File: src/rtl/elsel_pkg.sv
package elsel_pkg;
  typedef enum logic {
    PICK_B = 1'b0,
    PICK_A = 1'b1
  } pick_e;
endpackage

File: src/rtl/pred_trunc.sv
module pred_trunc
  import elsel_pkg::*;
#(
  parameter int COND_W = 32
) (
  input  logic [COND_W-1:0] cond_i,
  output pick_e             pick_o
);
  // nonzero word -> true predicate
  assign pick_o = (|cond_i) ? PICK_A : PICK_B;
endmodule

File: src/rtl/tok_join.sv
module tok_join #(
  parameter int N = 3
) (
  input  logic [N-1:0] valid_i,
  output logic [N-1:0] stop_o,
  output logic         valid_o,
  input  logic         stop_i
);
  logic all_v;
  logic fire;

  assign all_v   = &valid_i;
  assign fire    = all_v & ~stop_i;
  assign valid_o = all_v;

  // every input released only on a joint fire
  for (genvar g = 0; g < N; g++) begin : g_stop
    assign stop_o[g] = ~fire;
  end
endmodule

File: src/rtl/out_slot.sv
module out_slot #(
  parameter int W = 32
) (
  input  logic         clk_i,
  input  logic         rst_ni,
  input  logic [W-1:0] d_i,
  input  logic         valid_i,
  output logic         stop_o,
  output logic [W-1:0] q_o,
  output logic         valid_o,
  input  logic         stop_i
);
  logic         full_q;
  logic [W-1:0] data_q;
  logic         load;

  // blocked only when holding a result that cannot leave
  assign stop_o = full_q & stop_i;
  assign load   = valid_i & ~stop_o;

  always_ff @(posedge clk_i or negedge rst_ni) begin
    if (!rst_ni) begin
      full_q <= 1'b0;
      data_q <= '0;
    end else if (load) begin
      full_q <= 1'b1;
      data_q <= d_i;
    end else if (!stop_i) begin
      full_q <= 1'b0;
    end
  end

  assign q_o     = data_q;
  assign valid_o = full_q;
endmodule

File: src/rtl/elastic_pred_select.sv
module elastic_pred_select
  import elsel_pkg::*;
#(
  parameter int DATA_W = 32,
  parameter int COND_W = 32
) (
  input  logic              clk_i,
  input  logic              rst_ni,
  input  logic [DATA_W-1:0] a_data_i,
  input  logic              a_valid_i,
  output logic              a_stop_o,
  input  logic [DATA_W-1:0] b_data_i,
  input  logic              b_valid_i,
  output logic              b_stop_o,
  input  logic [COND_W-1:0] cond_data_i,
  input  logic              cond_valid_i,
  output logic              cond_stop_o,
  output logic [DATA_W-1:0] z_data_o,
  output logic              z_valid_o,
  input  logic              z_stop_i
);
  localparam int NUM_IN = 3;

  pick_e              pick;
  logic [NUM_IN-1:0]  in_valid;
  logic [NUM_IN-1:0]  in_stop;
  logic               join_valid;
  logic               slot_stop;
  logic [DATA_W-1:0]  sel_data;

  pred_trunc #(.COND_W(COND_W)) u_trunc (
    .cond_i (cond_data_i),
    .pick_o (pick)
  );

  assign in_valid = {cond_valid_i, b_valid_i, a_valid_i};

  tok_join #(.N(NUM_IN)) u_join (
    .valid_i (in_valid),
    .stop_o  (in_stop),
    .valid_o (join_valid),
    .stop_i  (slot_stop)
  );

  assign a_stop_o    = in_stop[0];
  assign b_stop_o    = in_stop[1];
  assign cond_stop_o = in_stop[2];

  assign sel_data = (pick == PICK_A) ? a_data_i : b_data_i;

  out_slot #(.W(DATA_W)) u_slot (
    .clk_i   (clk_i),
    .rst_ni  (rst_ni),
    .d_i     (sel_data),
    .valid_i (join_valid),
    .stop_o  (slot_stop),
    .q_o     (z_data_o),
    .valid_o (z_valid_o),
    .stop_i  (z_stop_i)
  );
endmodule

File: config.mk
export PLATFORM = sky130hd
export DESIGN_NAME = elastic_pred_select
export DESIGN_NICKNAME = d
export VERILOG_FILES = /design/src/rtl/elsel_pkg.sv /design/src/rtl/pred_trunc.sv /design/src/rtl/tok_join.sv /design/src/rtl/out_slot.sv /design/src/rtl/elastic_pred_select.sv
export SDC_FILE = /design/constraint.sdc
export NUM_CORES = 1
export LEC_CHECK = 0
export BUFFER_PORTS_ARGS = -buffer_cell sky130_fd_sc_hd__buf_2
export CORE_ASPECT_RATIO = 0.5
export CORE_MARGIN = 2
export CORE_UTILIZATION = 42
export CTS_CLUSTER_SIZE = 28
export DETAILED_ROUTE_END_ITERATION = 10
export PLACE_DENSITY = 0.85
export RECOVER_POWER = 50
export SLEW_MARGIN = 15
export SYNTH_ARGS = -nofsm -noshare
export SYNTH_HDL_FRONTEND = slang
export SYNTH_SLANG_ARGS = --single-unit
export TNS_END_PERCENT = 30
File: constraint.sdc
create_clock -name clk_i -period 2.78 [get_ports clk_i]
set_clock_uncertainty 0.2 [all_clocks]
set_input_delay 0.417 -clock clk_i [delete_from_list [all_inputs] [get_ports clk_i]]
set_output_delay 0.417 -clock clk_i [all_outputs]
set_load 0.02 [all_outputs]
== Word-level counts from Yosys, hierarchy flattened ==
Index checks and enable logic that the tools add are counted.
Storage, ports and cells
  output and inout port bits: 36
  bits in registers: 33
  logic and storage cells: 13
  bits of input ports: 102
Cells by class
  bitwise gates (word level): 4
  muxes and demuxes: 4
  eq/ne operators: 1
  reduce and logical (&&, ||, !) cells: 2
Operators by type and width (number)
  $mux W32: 1
  $reduce_or A32 Y1: 1
  $mux W1: 3
  $reduce_and A3 Y1: 1
  $and A1 B1 Y1: 2
  $ne A2 B1 Y1 const B: 1
  $not A1 Y1: 2

== Depth between registers and ports, before layout ==
Gate-level depths: netlist of the first run.
  word-level depth: 4
  mapped depth: 6
  mapped depth without buffers: 4

== Hierarchy ==
Synthesis of the first run repeated with hierarchy kept, for this count alone.
Second synthesis, totals
  cells, all modules: 122
  area total of the unflattened synthesis: 1900.6 µm²
Modules (own cells, without submodules)
  out_slot: seq. area each 825.8 µm², cells each 71, times used 1, area an instance 1251.2 µm²
  elastic_pred_select: seq. area each 0.0 µm², cells each 36, times used 1, area an instance 544.3 µm²
  pred_trunc: seq. area each 0.0 µm², cells each 11, times used 1, area an instance 75.1 µm²
  tok_join: seq. area each 0.0 µm², cells each 4, times used 1, area an instance 30.0 µm²

== Worst setup path before layout of the first run ==
OpenSTA, ideal clock, no wires.
  path kind: input -> output
  from: input cond_valid_i
  to: output b_stop_o
  slack: 0.685 ns
  buffers on the path: 3
  stages: 6
  arrival time: 1.478 ns
  required time: 2.163 ns
  cells stage by stage: nand3_1 a21oi_1 buf_2 clkbuf_1 inv_1 buf_4
On the way
  longest elaborated chain between the ends: 3
RTL lines
  start: declaration: line elastic_pred_select.sv:16  | input logic cond_valid_i,
  $reduce_and A3 Y1: line tok_join.sv:12  | assign all_v = &valid_i;
  $and A1 B1 Y1: line tok_join.sv:13  | assign fire = all_v & ~stop_i;
  $not A1 Y1
  end: declaration: line elastic_pred_select.sv:14  | output logic b_stop_o,
No other way between the ends.

==> flow_summary.toml, run 1 <==
[sta]
relSlewSlack_pct = -15.7
fmax_mhz = 557
worst_slew_pin_slew_ns = 1.74
fin_worst_hold_slack_ns = 0.188
fin_crit_ns = 1.79
hold_viol = 0
rsz0062_at_grt = "false"
setup_tns_ns = 0
drv_slew = 34
period_share_pct = 64.5
setup_violations = 0

[global_routing]
busiest_layer = "met2"
grt_usage_pct = 23.3
overflow = 0
met2_usage_pct = 42.9
grt_pass1_wl_mm = 8.64
grt_start_max_net_pins = 36
antenna_found_initial = 0
met1_usage_pct = 27.1
grt_pass1_vias = 1986
grtUsageMet3_pct = 5.05

[clock_tree]
cts_resized = 0
postCtsSetupBuffers = 0
cts_tree = "done"
clk_latency_ns = 0.28
htree_levels = 2
cts-hold-fix-buffers = 0
cts_made_buffers = 5
clock_path_buffers = 2
root_buffer = "clkbuf_8"
clock_sinks = 33
clk_pin_slew_ns = 0.08

[worst_setup_path]
end_kind = "async pin"
path_cells = "clkbuf_1"
start_kind = "primary input"
cp.required_ns = 2.64
slowest_stage = "clkbuf_1"
worstPathBufferInverterCount = 1
slowest_delay_ns = 1.23
critPathTopFamily = "buffers and inverters"
crit_arrival_ns = 1.66
crit_path_max_fanout = 33
setup.worst_path.class = "primary input to async pin"

[pwr]
p_comb_share_pct = 29.3
clkPwrFrac_pct = 25.6
p_int_uw = 898
p_seq_share_pct = 45.1
p_per_area_nw_per_um2 = 560
vdd_drop_max_mv = 0.225
sw_frac_of_total_pct = 34.8
p_leak_uw = 0.00108
p_sw_uw = 479

[layout]
most-common-layout-cells = "buf_2, nand3_1, dfrtp_1"
seqCellArea_sq_um = 826
finalNetCount = 430
fill_cells = 369
post-route-util_pct = 62.4
area_growth_pct = 41.5
drive_gt1_share_pct = 41.6
layout_commonest_cell = "buf_2"
diodes = 0
fin_area_sq_um = 2460
multi_input_area_sq_um = 768

[floorplanning]
rows = 16
dieHeight_um = 49.5
fp.dieArea_sq_um = 4700
core-area_sq_um = 3940
initial_core_util_pct = 44.1
die_width_um = 95.0
io_pins = 138

[yosys]
synthesis.nets = 303
synth_top_area_cell = "dfrtp_1"
synth-seq-cells = 33
synth_top_area_share_pct = 47.5
syn_inst = 201
syn_avg_cell_area_sq_um = 8.65
yosysWarnings = 0
yosysUniqueCellTypes = 18
ys_top_cells_by_area = "dfrtp_1, a31oi_1, nand3_1"
synth-seq-area-share_pct = 47.5
netlist_area_sq_um = 1740

[run_status]
status = "finished with violations"
violations = "max-capacitance violations, max-slew violations"

[min_path]
hold_path.class = "primary input to flop"

[placement]
dp_hpwl_mm = 4.14
post_dp_cell_area_sq_um = 2400
gp_congestion = 0.739
numPortBuffers = 137

[route]
routedWlPerCell_um = 14.4
dr.pass1.iters = 5
dr.first_iter.drc_count = 141
num_vias = 2020
drc = 0
postRouteAntennaNets = 0
routed_via_density = 5.27
routed_wl_mm = 5.51

[job]
maxCapViolCount = 1
==> layout make-up <==
cell class              instances  area share (%)
repair buffers                143            28.8
inverters                       1           0.153
well taps                      54            2.75
clock inverters                 3           0.712
clock buffers                   5            2.80
flip-flops and latches         33            33.6
multi-input cells             144            31.2
==> kinds of logic (layout without fill, tap and decap cells) <==
kind of cell	Yosys count	after routing	synth area share (%)
AO/OA/AOI/OAI	65	65	21.0
buffers and inverters	24	152	8.93
flip-flops	33	33	47.5
AND/OR/NAND/NOR	79	79	22.5
==> per-stage QoR <==
step	worst slack, ns	instances	total power [uW]
finish	0.986	383	1380
detailed placement	0.698	375	1050
floorplan	0.685	201	844
global route	0.582	383	1440
CTS	0.977	383	1390
global placement	0.826	375	1030
==> metal layers <==
metal | wire, um | vias up
met1 | 2190 | 946
met3 | 320 | 10
met5 | 0 | -
met2 | 2940 | 74
li1 | - | 990
met4 | 59 | 0
==> synth_stat cells, drive strengths merged <==
| library cell | n |
|---|---|
| o21ai | 32 |
| clkbuf | 11 |
| a21oi | 1 |
| inv | 1 |
| and4 | 2 |
| nand4 | 2 |
| a31oi | 32 |
| buf | 12 |
| nand3 | 33 |
| nor2 | 32 |
| dfrtp | 33 |
| nand2 | 2 |
| nor4 | 8 |
==> registers in the layout, indices dropped and copies added, names as in the netlist <==
| register | count |
|---|---|
| u_slot.q_o | 32 |
| u_slot.valid_o | 1 |
==> final timing paths <==
path	startpoint	end	slack, ns	cells after the start
worst min register to register	u_slot.q_o[25]	u_slot.q_o[25]	0.36	2
min in group asynchronous	rst_ni	u_slot.q_o[23]	0.38	1
worst max register to register	u_slot.valid_o	u_slot.q_o[15]	1.26	4
worst max-delay path	rst_ni	u_slot.q_o[11]	0.99	1
worst min-delay path	b_data_i[30]	u_slot.q_o[30]	0.19	3
max in group clk_i	cond_data_i[15]	u_slot.q_o[8]	0.99	6
==> power by group through the flow <==
stage | combinational (uW) | sequential (uW) | clock, uW
finish | 404 | 621 | 352
CTS | 420 | 619 | 355
global route | 437 | 632 | 375
detailed placement | 419 | 628 | 0
global placement | 410 | 623 | 0
floorplan | 108 | 737 | 0
Power figures use the tool's default switching activity.
==> run 2: changes to the inputs <==
- CORE_UTILIZATION: 42 -> 39
- PLACE_DENSITY: 0.85 -> 0.8
- clock period: 2.78 -> 1.8 ns (I/O delays scaled with it)
==> flow_summary.toml, run 2 (synthesized netlist as in run 1, its figures left out) <==
[run_status]
status = "complete, no violations"

[route]
routed_via_density = 5.23
dr.pass1.iters = 4
met3_length_um = 232
num_vias = 2055
m1WireLength_mm = 2.16
dr.first_iter.drc_count = 69
routed_wl_mm = 5.54
drc = 0
dr_wl_met2_mm = 3.04
top_layer = "met4"
routedWlPerCell_um = 14.1
postRouteAntennaNets = 0

[worst_setup_path]
start_kind = "flop"
cp-startpoint = "u_slot.valid_o"
end_kind = "primary output"
crit_arrival_ns = 1.25
cp.required_ns = 1.33
crit_path_max_fanout = 6
timing.rr.start = "u_slot.valid_o"
setup.worst_path.class = "flop to primary output"

[layout]
post-route-util_pct = 58.9
area_growth_pct = 47.0
drive_gt1_share_pct = 37.8
most-common-layout-cells = "buf_2, clkbuf_1, nand3_1, dfrtp_1"
largest_reg_flops = 32
diodes = 0
finalNetCount = 437
fin_area_sq_um = 2550
finalNonFillerCells = 393
fill_cells = 432
layout_commonest_cell = "buf_2"

[pwr]
design_power_total_uw = 2290
p_seq_share_pct = 41.9
clkPwrFrac_pct = 31.4
sw_frac_of_total_pct = 31.7
p_sw_uw = 725
p_per_area_nw_per_um2 = 895
p_leak_uw = 0.00109
p_comb_share_pct = 26.8
vdd_drop_max_mv = 0.422
p_int_uw = 1560

[floorplanning]
initial_core_util_pct = 40.1
core-area_sq_um = 4340
io_pins = 138
fp.dieArea_sq_um = 5040
dieHeight_um = 51.2
rows = 17
die_width_um = 98.4

[clock_tree]
clk_latency_ns = 0.28
clock_sinks = 33
clock_path_buffers = 2
cts_made_buffers = 5
clk_pin_slew_ns = 0.07
cts_tree = "done"
htree_levels = 2
root_buffer = "clkbuf_8"

[sta]
period_share_pct = 95.6
worst_slew_pin_slew_ns = 0.825
drv_slew = 0
rsz0062_at_grt = "false"
fmax_mhz = 581
fin_crit_ns = 1.72
setup_violations = 0
setup_tns_ns = 0
relSlewSlack_pct = 45.0
hold_viol = 0

[job]
maxCapViolCount = 0

[global_routing]
grt_pass1_vias = 2000
grt_start_max_net_pins = 34
antenna_found_initial = 0
grt_pass1_wl_mm = 8.74
overflow = 0
grt_usage_pct = 21.9

[placement]
gp_congestion = 0.874
post_dp_cell_area_sq_um = 2440
placed_cells = 380
dp_hpwl_mm = 4.23
numPortBuffers = 137

[min_path]
hold_path.class = "primary input to flop"
hp-start = "z_stop_i"
[run 2: cell types whose count changed in the layout (fill, tap and decap cells not counted), sizes merged]
cell / previous run / this run
bufinv: 0 / 1
clkbuf: 23 / 41
clkinvlp: 1 / 0
buf: 125 / 115
dlygate4sd3: 0 / 1
clkinv: 2 / 0
[run 2: per-layer routing]
metal	vias to the layer above	GRT usage, %
met5	-	0
met4	0	8.45
met3	12	5.20
met2	62	40.1
met1	977	25.5
li1	1004	-
[run 2: cell type report]
cell class | instances | area, sq um | share of cell area, %
clock inverter | 1 | 30.0 | 1.18
clock buffer | 7 | 86.3 | 3.38
inverter | 1 | 3.75 | 0.147
tap | 57 | 71.3 | 2.79
sequential | 33 | 826 | 32.3
timing repair buffer | 150 | 769 | 30.1
multi-input combinational | 144 | 768 | 30.1
[run 2: final timing paths]
check	depth (start not counted)	endpoint	slack [ns]
max in group asynchronous	2	u_slot.q_o[22]	0.45
worst min register to register	2	u_slot.q_o[18]	0.36
worst min-delay path	3	u_slot.valid_o	0.04
worst max register to register	5	u_slot.q_o[31]	0.20
worst max-delay path	3	cond_stop_o	0.08
min in group asynchronous	2	u_slot.q_o[5]	0.42
[run 2: power groups by stage]
stage	Sequential (uW)	Combinational [uW]	Clock, uW
2_1_floorplan	1140	167	0
3_3_place_gp	963	635	0
3_5_place_dp	969	647	0
4_1_cts	955	649	727
5_1_grt	975	671	776
6_report	958	612	717
[run 2: worst max-delay path: stages, from the launching register on]
cell and delay, ns:
dfrtp_1 0.42, a21oi_4 0.28, inv_1 0.10, buf_2 0.17
[run 2: through the flow]
stage               hold WS (ns)  worst slack, ns
floorplan                 -0.226          0.00515
global placement           0.166           0.0791
detailed placement         0.175          -0.0510
CTS                       0.0477           0.0619
global route              0.0395           0.0116
finish                    0.0427           0.0793
[run 2: repair_timing]
item,4_1_cts,5_1_grt
resized for setup,0,0
setup endpoints to repair,0,3
hold endpoints to repair,33,0
hold buffers,1,0
buffers inserted,0,4
